File: config.mk
export PLATFORM = sky130hd
export DESIGN_NAME = rr2_arbiter
export DESIGN_NICKNAME = d
export VERILOG_FILES = /design/src/rtl/rr2_pkg.sv /design/src/rtl/rr2_state.sv /design/src/rtl/rr2_grant_reg.sv /design/src/rtl/rr2_drive_en.sv /design/src/rtl/rr2_arbiter.sv
export SDC_FILE = /design/constraint.sdc
export NUM_CORES = 1
export LEC_CHECK = 0
export CORE_AREA = 2 2 39 41
export DETAILED_ROUTE_END_ITERATION = 8
export DIE_AREA = 0 0 41 43
export SYNTH_ARGS = -nofsm -noshare
export SYNTH_HDL_FRONTEND = slang
export SYNTH_SLANG_ARGS = --single-unit
File: constraint.sdc
create_clock -name clk -period 1.1 [get_ports clk]
set_input_delay 0.22 -clock clk [delete_from_list [all_inputs] [get_ports clk]]
set_output_delay 0.22 -clock clk [all_outputs]
set_load 0.01 [all_outputs]
File: src/rtl/rr2_pkg.sv
package rr2_pkg;
  localparam int N_REQ = 2;

  typedef enum logic [1:0] {
    ST_IDLE_A = 2'b00,  // idle, master 0 favoured
    ST_IDLE_B = 2'b01,  // idle, master 1 favoured
    ST_OWN_A  = 2'b10,  // master 0 owns the bus
    ST_OWN_B  = 2'b11   // master 1 owns the bus
  } arb_state_t;

  function automatic arb_state_t arb_next(arb_state_t cur, logic [N_REQ-1:0] req);
    arb_state_t n;
    case (cur)
      ST_IDLE_A: n = req[0] ? ST_OWN_A : (req[1] ? ST_OWN_B : ST_IDLE_A);
      ST_IDLE_B: n = req[1] ? ST_OWN_B : (req[0] ? ST_OWN_A : ST_IDLE_B);
      ST_OWN_A:  n = req[0] ? ST_OWN_A : ST_IDLE_B;
      ST_OWN_B:  n = req[1] ? ST_OWN_B : ST_IDLE_A;
      default:   n = ST_IDLE_A;
    endcase
    return n;
  endfunction

  function automatic logic [N_REQ-1:0] grant_of(arb_state_t s);
    logic [N_REQ-1:0] g;
    case (s)
      ST_OWN_A: g = 2'b01;
      ST_OWN_B: g = 2'b10;
      default:  g = '0;
    endcase
    return g;
  endfunction
endpackage

File: src/rtl/rr2_state.sv
module rr2_state
  import rr2_pkg::*;
(
  input  logic             clk,
  input  logic             rst,
  input  logic [N_REQ-1:0] req,
  output arb_state_t       nxt,
  output logic             ev_release
);
  arb_state_t cur;

  always_comb nxt = arb_next(cur, req);

  // owner dropped its request this cycle
  always_comb ev_release = ((cur == ST_OWN_A) && !req[0]) ||
                           ((cur == ST_OWN_B) && !req[1]);

  always_ff @(posedge clk) begin
    if (rst) cur <= ST_IDLE_A;
    else     cur <= nxt;
  end
endmodule

File: src/rtl/rr2_grant_reg.sv
module rr2_grant_reg
  import rr2_pkg::*;
(
  input  logic             clk,
  input  logic             rst,
  input  arb_state_t       nxt,
  output logic [N_REQ-1:0] gnt
);
  always_ff @(posedge clk) begin
    if (rst) gnt <= '0;
    else     gnt <= grant_of(nxt);
  end
endmodule

File: src/rtl/rr2_drive_en.sv
module rr2_drive_en
  import rr2_pkg::*;
(
  input  logic [N_REQ-1:0] gnt,
  output logic [N_REQ-1:0] drv_en
);
  for (genvar i = 0; i < N_REQ; i++) begin : g_en
    assign drv_en[i] = gnt[i];
  end
endmodule

File: src/rtl/rr2_arbiter.sv
module rr2_arbiter
  import rr2_pkg::*;
(
  input  logic             clk,
  input  logic             rst,
  input  logic [N_REQ-1:0] req,
  output logic [N_REQ-1:0] gnt,
  output logic [N_REQ-1:0] drv_en
);
  arb_state_t nxt;
  logic       ev_release;

  rr2_state u_state (
    .clk(clk), .rst(rst), .req(req), .nxt(nxt), .ev_release(ev_release)
  );

  rr2_grant_reg u_gnt (
    .clk(clk), .rst(rst), .nxt(nxt), .gnt(gnt)
  );

  rr2_drive_en u_drv (
    .gnt(gnt), .drv_en(drv_en)
  );
endmodule

======== Yosys cells after proc, flatten, opt, wreduce, memory -nomap -nowiden ========
Index checks and enable logic that the tools add are counted.
storage, ports and cells
  bits in registers ....................... 4
  bits of input ports ..................... 4
  output and inout bits ................... 4
  logic and storage cells ................. 14
operators by class
  eq/ne operators ......................... 5
  mux-type cells .......................... 6
  reductions and logical operators ........ 1
operators with widths
  operator                                                         count
  2-bit == test, second input constant                             4
  2-bit two-way mux                                                4
  2-bit one-hot mux with 4 select lines                            1
  2-bit one-hot mux with 2 select lines                            1
  2-bit by 1-bit == test with 1-bit output, second input constant  1
  2-bit logical NOT                                                1

======== Depth between registers and ports, before layout ========
Gate-level depths: netlist of run 1.
  depth after elaboration ................. 5
  depth in mapped cells ................... 3
  mapped depth without buffers ............ 3

======== Cells and area by module ========
A second synthesis of run 1 with hierarchy kept.
second synthesis, totals
  cell total of the unflattened synthesis .. 19
  area total of the unflattened synthesis .. 202.7 um^2
modules (own cells, without submodules)
  module         instances  cells each  area each (um^2)  sequential area each (um^2)
  rr2_state      1          13          126.4             40.0
  rr2_grant_reg  1          4           61.3              40.0
  rr2_drive_en   1          2           15.0              0.0

======== Least setup slack after synthesis of run 1 ========
OpenSTA, ideal clock, no wires.
  path type ............................... reg-to-reg
  from .................................... register u_state.cur[0]
  to ...................................... register u_state.cur[0]
  setup time .............................. 0.070 ns
  arrival time ............................ 0.709 ns
  required time ........................... 1.030 ns
  setup slack ............................. 0.321 ns
  stages on the path, launching flop included .. 4
  path buffers ............................ 0
  clock period less this slack ............ 0.779 ns
  path through ............................ dfxtp_1 > nand2b_4 > a21o_1 > a21oi_1
on the way
  longest elaborated chain between the ends .. 2
  elaborated cells between the ends (all ways) .. 5
  classes of those cells .................. eq/ne (3); mux (1); reduce/logical (1)
ends and longest elaborated chain
  what                                       RTL line         RTL
  start, declared                            rr2_state.sv:10  arb_state_t cur;
  start signal, assigned                     rr2_state.sv:20  else cur <= nxt;
  2-bit == test (tied with other cells)      n/a
  2-bit one-hot mux with 4 select lines (*)  rr2_pkg.sv:13    case (cur)
Every way passes the cells marked *; elsewhere a longest branch is shown, timed or not.
A chain may end at the register's enable or synchronous reset.

======== Final worst setup path of run 1 ========
  from .................................... register u_gnt.gnt[0]
  to ...................................... output port gnt[0]
RTL lines
  what                    RTL line             RTL
  start, declared         rr2_grant_reg.sv:7   output logic [N_REQ-1:0] gnt
  start signal, assigned  rr2_grant_reg.sv:11  else gnt <= grant_of(nxt);
  end, declared           rr2_arbiter.sv:7     output logic [N_REQ-1:0] gnt,
No word-level cell between the ends.

==> results of run 1 <==
report_power, final:
part / leakage (nW) / switching, mW / total (mW) / internal (mW)
logic: 0.0733 / 0.0226 / 0.0541 / 0.0314
clock network: 0.0138 / 0.0511 / 0.173 / 0.121
registers: 0.0332 / 0.00922 / 0.165 / 0.156
layout make-up:
cell class	instances	area, µm²
clock buffer	3	22.52
fill	155	1117
inverter	1	3.754
multi-input combinational	11	75.07
sequential	4	80.08
tap	16	20.02
timing repair buffer	7	65.06
what timing repair did:
action	CTS	global route
setup endpoints to repair	4	0
gates resized for setup	4	0
endpoints found under the hold margin	0	0
flip-flops by register name, indices dropped and copies added (netlist names):
signal,cells
u_gnt.gnt,2
u_state.cur,2
cells in the mapped netlist:
cell,count
nand2b_4,1
and3b_1,1
dfxtp_1,4
o21ai_0,2
buf_4,2
a21o_1,1
a21oi_1,1
a311oi_1,1
inv_1,1
nor3_1,1
a21oi_2,1
nor2_1,2
metal layers:
metal	up-vias	global-route usage [%]	share of wire, %
met5	-	0	0
met3	0	1.571	7.7
li1	77	-	-
met4	0	6.000	0
met1	68	3.492	41
met2	5	6.250	51
final timing paths:
check | startpoint | endpoint | slack (ns) | cells after the start
hold / removal | u_state.cur[0] | u_state.cur[1] | 0.54 | 1
setup / recovery | u_gnt.gnt[0] | gnt[0] | 0.09 | 1
hold reg to reg | u_state.cur[0] | u_state.cur[1] | 0.54 | 1
setup reg to reg | u_state.cur[0] | u_state.cur[0] | 0.23 | 3
through the flow:
step           hold slack (ns)  instances  power (mW)  setup WS [ns]  util (%)
2_1_floorplan           0.2891         18      0.1984         0.3208         -
3_3_place_gp            0.5290         39      0.2276       -0.09471     17.99
3_5_place_dp            0.5357         39      0.2278        -0.1096     17.99
4_1_cts                 0.5373         42      0.4036        0.06786     19.26
5_1_grt                 0.5886         42      0.4207        0.02639     19.26
6_report                0.5375         42      0.3919        0.08635     19.26
cells by family after synthesis:
logic type,after synthesis,share of synthesized area [%]
AOI/OAI and AO/OA,6,23.02
and+or+nand+nor,5,20.14
DFF,4,46.05
buffers and inverters,3,10.79
==> flow_metrics.env, run 1 <==
export IMPL_synth_net_count=22
export IMPL_setup_viol=0
export IMPL_grt_max_degree=6
export IMPL_cts_hold_buffers=0
export IMPL_final_area_um2=266.5
export IMPL_wl_um=310
export IMPL_report_final_hold_viol_count=0
export IMPL_drive_gt1_share_pct=19.23
export IMPL_synth_seq_cells=4
export IMPL_grt_pass1_wl_um=469
export IMPL_cts_root_buf="clkbuf_4"
export IMPL_status="finished, final reports clean"
export IMPL_post_cts_buffers=0
export IMPL_avgRoutedWirePerCell_um=7.381
export IMPL_start_util_pct=12.57
export IMPL_cts_tree="yes"
export IMPL_yosysWarnings=0
export IMPL_boundaryPins=8
export IMPL_path_max_fanout=2
export IMPL_die_h_um=43
export IMPL_areaGrowthSynthToFinish_pct=53.24
export IMPL_place_area_um2=249.0
export IMPL_grtUsageTotal_pct=4.300
export IMPL_synth_area_per_cell_um2=9.662
export IMPL_cts_buffer_depth=2
export IMPL_post_route_period_util_pct=92.15
export IMPL_path_cells="dlygate4sd2_1"
export IMPL_dr_pass1_iters=2
export IMPL_drcViolationCount=0
export IMPL_slowest_delay_ns=0.31
export IMPL_rsz0062_at_grt="false"
export IMPL_critPathSlowestCell="dfxtp_1"
export IMPL_ant_nets=0
export IMPL_antenna_found_initial=0
export IMPL_die_x_um=41
export IMPL_yosysSeqAreaShare_pct=46.04
export IMPL_worst_pin_slew_ns=0.1897
export IMPL_synthesis_area_um2=173.9
export IMPL_die_area_mm2=0.001763
export IMPL_fmax_mhz=986.5
export IMPL_row_count=14
export IMPL_setup_tns_ns=0
export IMPL_leakagePower_nw=0.1203
export IMPL_vias=150
export IMPL_gp_congestion=0.6348
export IMPL_netlist_instances=18
export IMPL_clk_pin_slew_ns=0.04
export IMPL_cp_num_buf_inv=1
export IMPL_crit_path_end_kind="primary output"
export IMPL_critical_path_top_delay_family="flip-flops"
export IMPL_overflow=0
export IMPL_vias_per_cell=3.571
export IMPL_ir_drop_mv=0.1853
export IMPL_htree_levels=1
export IMPL_insertion_delay_ns=0.23
export IMPL_skew_ns=0.001735
export IMPL_grt_pass1_vias=135
export IMPL_worstSetupStartpointType="flip-flop"
export IMPL_crit_type="flip-flop to primary output"
export IMPL_core_mm2=0.001384
export IMPL_synth_top_cell_area_share_pct=46.04
export IMPL_portBuffers=7
export IMPL_antenna_cells=0
export IMPL_netlist_top_cells_area="dfxtp_1 46%, buf_4 8.6%, nand2b_4 7.9%"
export IMPL_netlist_cell_type_count=12
export IMPL_slew_limit_headroom_pct=87.27
export IMPL_numClockSinks=4
export IMPL_hp_class="flip-flop to flip-flop"
export IMPL_most_common_layout_cells="4 x dlygate4sd2_1, 4 x dfxtp_1, 3 x clkbuf_4, 3 x clkdlybuf4s50_1"
export IMPL_yosys_area_top_type="dfxtp_1"
export IMPL_cp_required_ns=0.88
export IMPL_dr_first_iter_drc_count=1
export IMPL_slew_viol_final=0
export IMPL_period_needed_ns=1.014
export IMPL_nNetsFinal=32
export IMPL_arrival_ns=0.79
export IMPL_maxCapViolations=0
export IMPL_numCtsBuffers=3
export IMPL_power_per_cell_area_mw_per_mm2=1471
Note: power is estimated with default switching activity, not from simulation.
==> inputs of run 2 (changes only) <==
--- a/config.mk
+++ b/config.mk
@@ -9,4 +9,5 @@
 export DETAILED_ROUTE_END_ITERATION = 8
 export DIE_AREA = 0 0 41 43
+export GPL_ROUTABILITY_DRIVEN = 0
 export SYNTH_ARGS = -nofsm -noshare
 export SYNTH_HDL_FRONTEND = slang
==> constraint.sdc (replaced) <==
create_clock -name clk -period 1.1 [get_ports clk]
set_input_delay 0.22 -clock clk [delete_from_list [all_inputs] [get_ports clk]]
set_output_delay 0.22 -clock clk [all_outputs]
set_load 0.05 [all_outputs]
==> run 2 against run 1 <==
  * Core utilization up 3.4 points
  * Wire length is 1.3% higher
  * Combinational power is 90% higher
  * Sequential power up 4%
  * Clock power about the same
  * Via count rose by 8.7%
  * Critical endpoint is now u_state.cur[0]
==> flow_metrics.env, run 2 (same netlist as run 1, synthesis figures left out) <==
export IMPL_grt_pass1_vias=136
export IMPL_total_power_mw=0.4472
export IMPL_arrival_ns=1.13
export IMPL_fillCellCount=150
export IMPL_areaGrowthSynthToFinish_pct=80.58
export IMPL_pre_cts_slack_ns=-0.1130
export IMPL_htree_levels=1
export IMPL_worst_pin_slew_ns=0.1993
export IMPL_slew_viol_final=0
export IMPL_boundaryPins=8
export IMPL_portBuffers=7
export IMPL_ff2ff_setup_slack_ns=0.25
export IMPL_numCtsBuffers=3
export IMPL_post_route_period_util_pct=88.97
export IMPL_path_cells="clkdlybuf4s50_1, inv_1, a21o_1, a21oi_1"
export IMPL_status="finished, final reports clean"
export IMPL_start_util_pct=12.57
export IMPL_grt_pass1_wl_um=524
export IMPL_crit_end="u_state.cur[0]"
export IMPL_die_x_um=41
export IMPL_post_cts_buffers=0
export IMPL_critical_path_top_delay_family="buffers and inverters"
export IMPL_hp_class="flip-flop to flip-flop"
export IMPL_worstSetupStartpointType="input port"
export IMPL_overflow=0
export IMPL_cts_resized=0
export IMPL_multi_input_area_um2=75.07
export IMPL_antenna_found_initial=0
export IMPL_fmax_mhz=1022
export IMPL_drive_gt1_share_pct=42.31
export IMPL_r2r_end="u_state.cur[0]"
export IMPL_avgRoutedWirePerCell_um=7.476
export IMPL_leakagePower_nw=0.1262
export IMPL_grtUsageTotal_pct=4.514
export IMPL_most_common_layout_cells="4 x buf_12, 3 x clkbuf_4, 3 x clkdlybuf4s50_1"
export IMPL_row_count=14
export IMPL_clk_pin_slew_ns=0.04
export IMPL_mostFrequentLayoutCell="buf_12"
export IMPL_crit_cells=4
export IMPL_place_detailed_hpwl_um=264.4
export IMPL_cts_buffer_depth=2
export IMPL_nNetsFinal=32
export IMPL_cts_root_buf="clkbuf_4"
export IMPL_rr_worst_depth=3
export IMPL_reg_largest_list="u_gnt.gnt (2), u_state.cur (2)"
export IMPL_insertion_delay_ns=0.23
export IMPL_power_per_cell_area_mw_per_mm2=1424
export IMPL_critPathSlowestCell="clkdlybuf4s50_1"
export IMPL_report_final_hold_viol_count=0
export IMPL_slew_limit_headroom_pct=86.70
export IMPL_r2r_start="u_state.cur[1]"
export IMPL_antenna_cells=0
export IMPL_rsz0062_at_grt="false"
export IMPL_crit_type="input port to flip-flop"
export IMPL_cts_hold_buffers=0
export IMPL_cp_startpoint="req[1]"
export IMPL_cp_required_ns=1.25
export IMPL_place_area_um2=291.5
export IMPL_dr_pass1_iters=4
export IMPL_cp_num_buf_inv=2
export IMPL_skew_ns=0.001559
export IMPL_die_h_um=43
export IMPL_seq_area_um2=82.58
export IMPL_vias=163
export IMPL_vias_per_cell=3.881
export IMPL_numClockSinks=4
export IMPL_final_area_um2=314.1
export IMPL_slowest_delay_ns=0.54
export IMPL_timing_final_ws_setup_ns=0.1213
export IMPL_cts_tree="yes"
export IMPL_path_max_fanout=4
export IMPL_core_mm2=0.001384
export IMPL_grt_max_degree=6
export IMPL_crit_path_end_kind="flip-flop"
export IMPL_die_area_mm2=0.001763
export IMPL_ir_drop_mv=0.2423
export IMPL_hold_worst_slack_ns=0.5254
export IMPL_setup_viol=0
export IMPL_maxCapViolations=0
export IMPL_drcViolationCount=0
export IMPL_period_needed_ns=0.9787
export IMPL_wl_um=314
export IMPL_dr_first_iter_drc_count=3
export IMPL_ant_nets=0
==> run 2: worst min path at each step <==
stage               depth (start not counted)      startpoint  slack [ns]             end
floorplan                                   1             rst        0.29  u_state.cur[0]
global placement                            2  u_state.cur[0]        0.52    u_gnt.gnt[1]
detailed placement                          1  u_state.cur[0]        0.52  u_state.cur[1]
CTS                                         2  u_state.cur[0]        0.53    u_gnt.gnt[1]
global route                                1  u_state.cur[0]        0.58  u_state.cur[1]
finish                                      2  u_state.cur[0]        0.53    u_gnt.gnt[1]
==> run 2: tightest hold or removal path, delay by kind of cell, from the launching register on <==
family | cells | cell delay, ns
and+or+nand+nor | 2 | 0.16
DFF | 1 | 0.33
==> run 2: stage by stage <==
step           setup TNS, ns  utilization (%)  std cells
5_1_grt                    0            22.69         42
6_report                   0            22.69         42
3_5_place_dp         -0.2535            21.07         39
3_3_place_gp         -0.2035            21.07         39
2_1_floorplan              0                -         18
4_1_cts                    0            22.69         42
==> run 2: area by class of cell <==
| type | count | share of cell area, % |
|---|---|---|
| sequential | 4 | 26.29 |
| inverter | 1 | 1.195 |
| multi-input combinational | 11 | 23.90 |
| clock buffer | 3 | 7.171 |
| tap | 16 | 6.375 |
| timing repair buffer | 7 | 35.06 |
==> run 2: per-layer routing <==
metal  GRT usage, %  vias up  wire [µm]
met2          5.938        9        165
met5              0        -          0
met3              0        0         20
met4          6.000        0          0
met1          5.449       75        127
li1               -       79          -
==> run 2: report_power, final <==
part / internal (mW) / total [mW] / switching, mW
Sequential: 0.157 / 0.171 / 0.0142
Combinational: 0.0545 / 0.103 / 0.0482
Clock: 0.121 / 0.173 / 0.0518
Total: 0.333 / 0.447 / 0.114
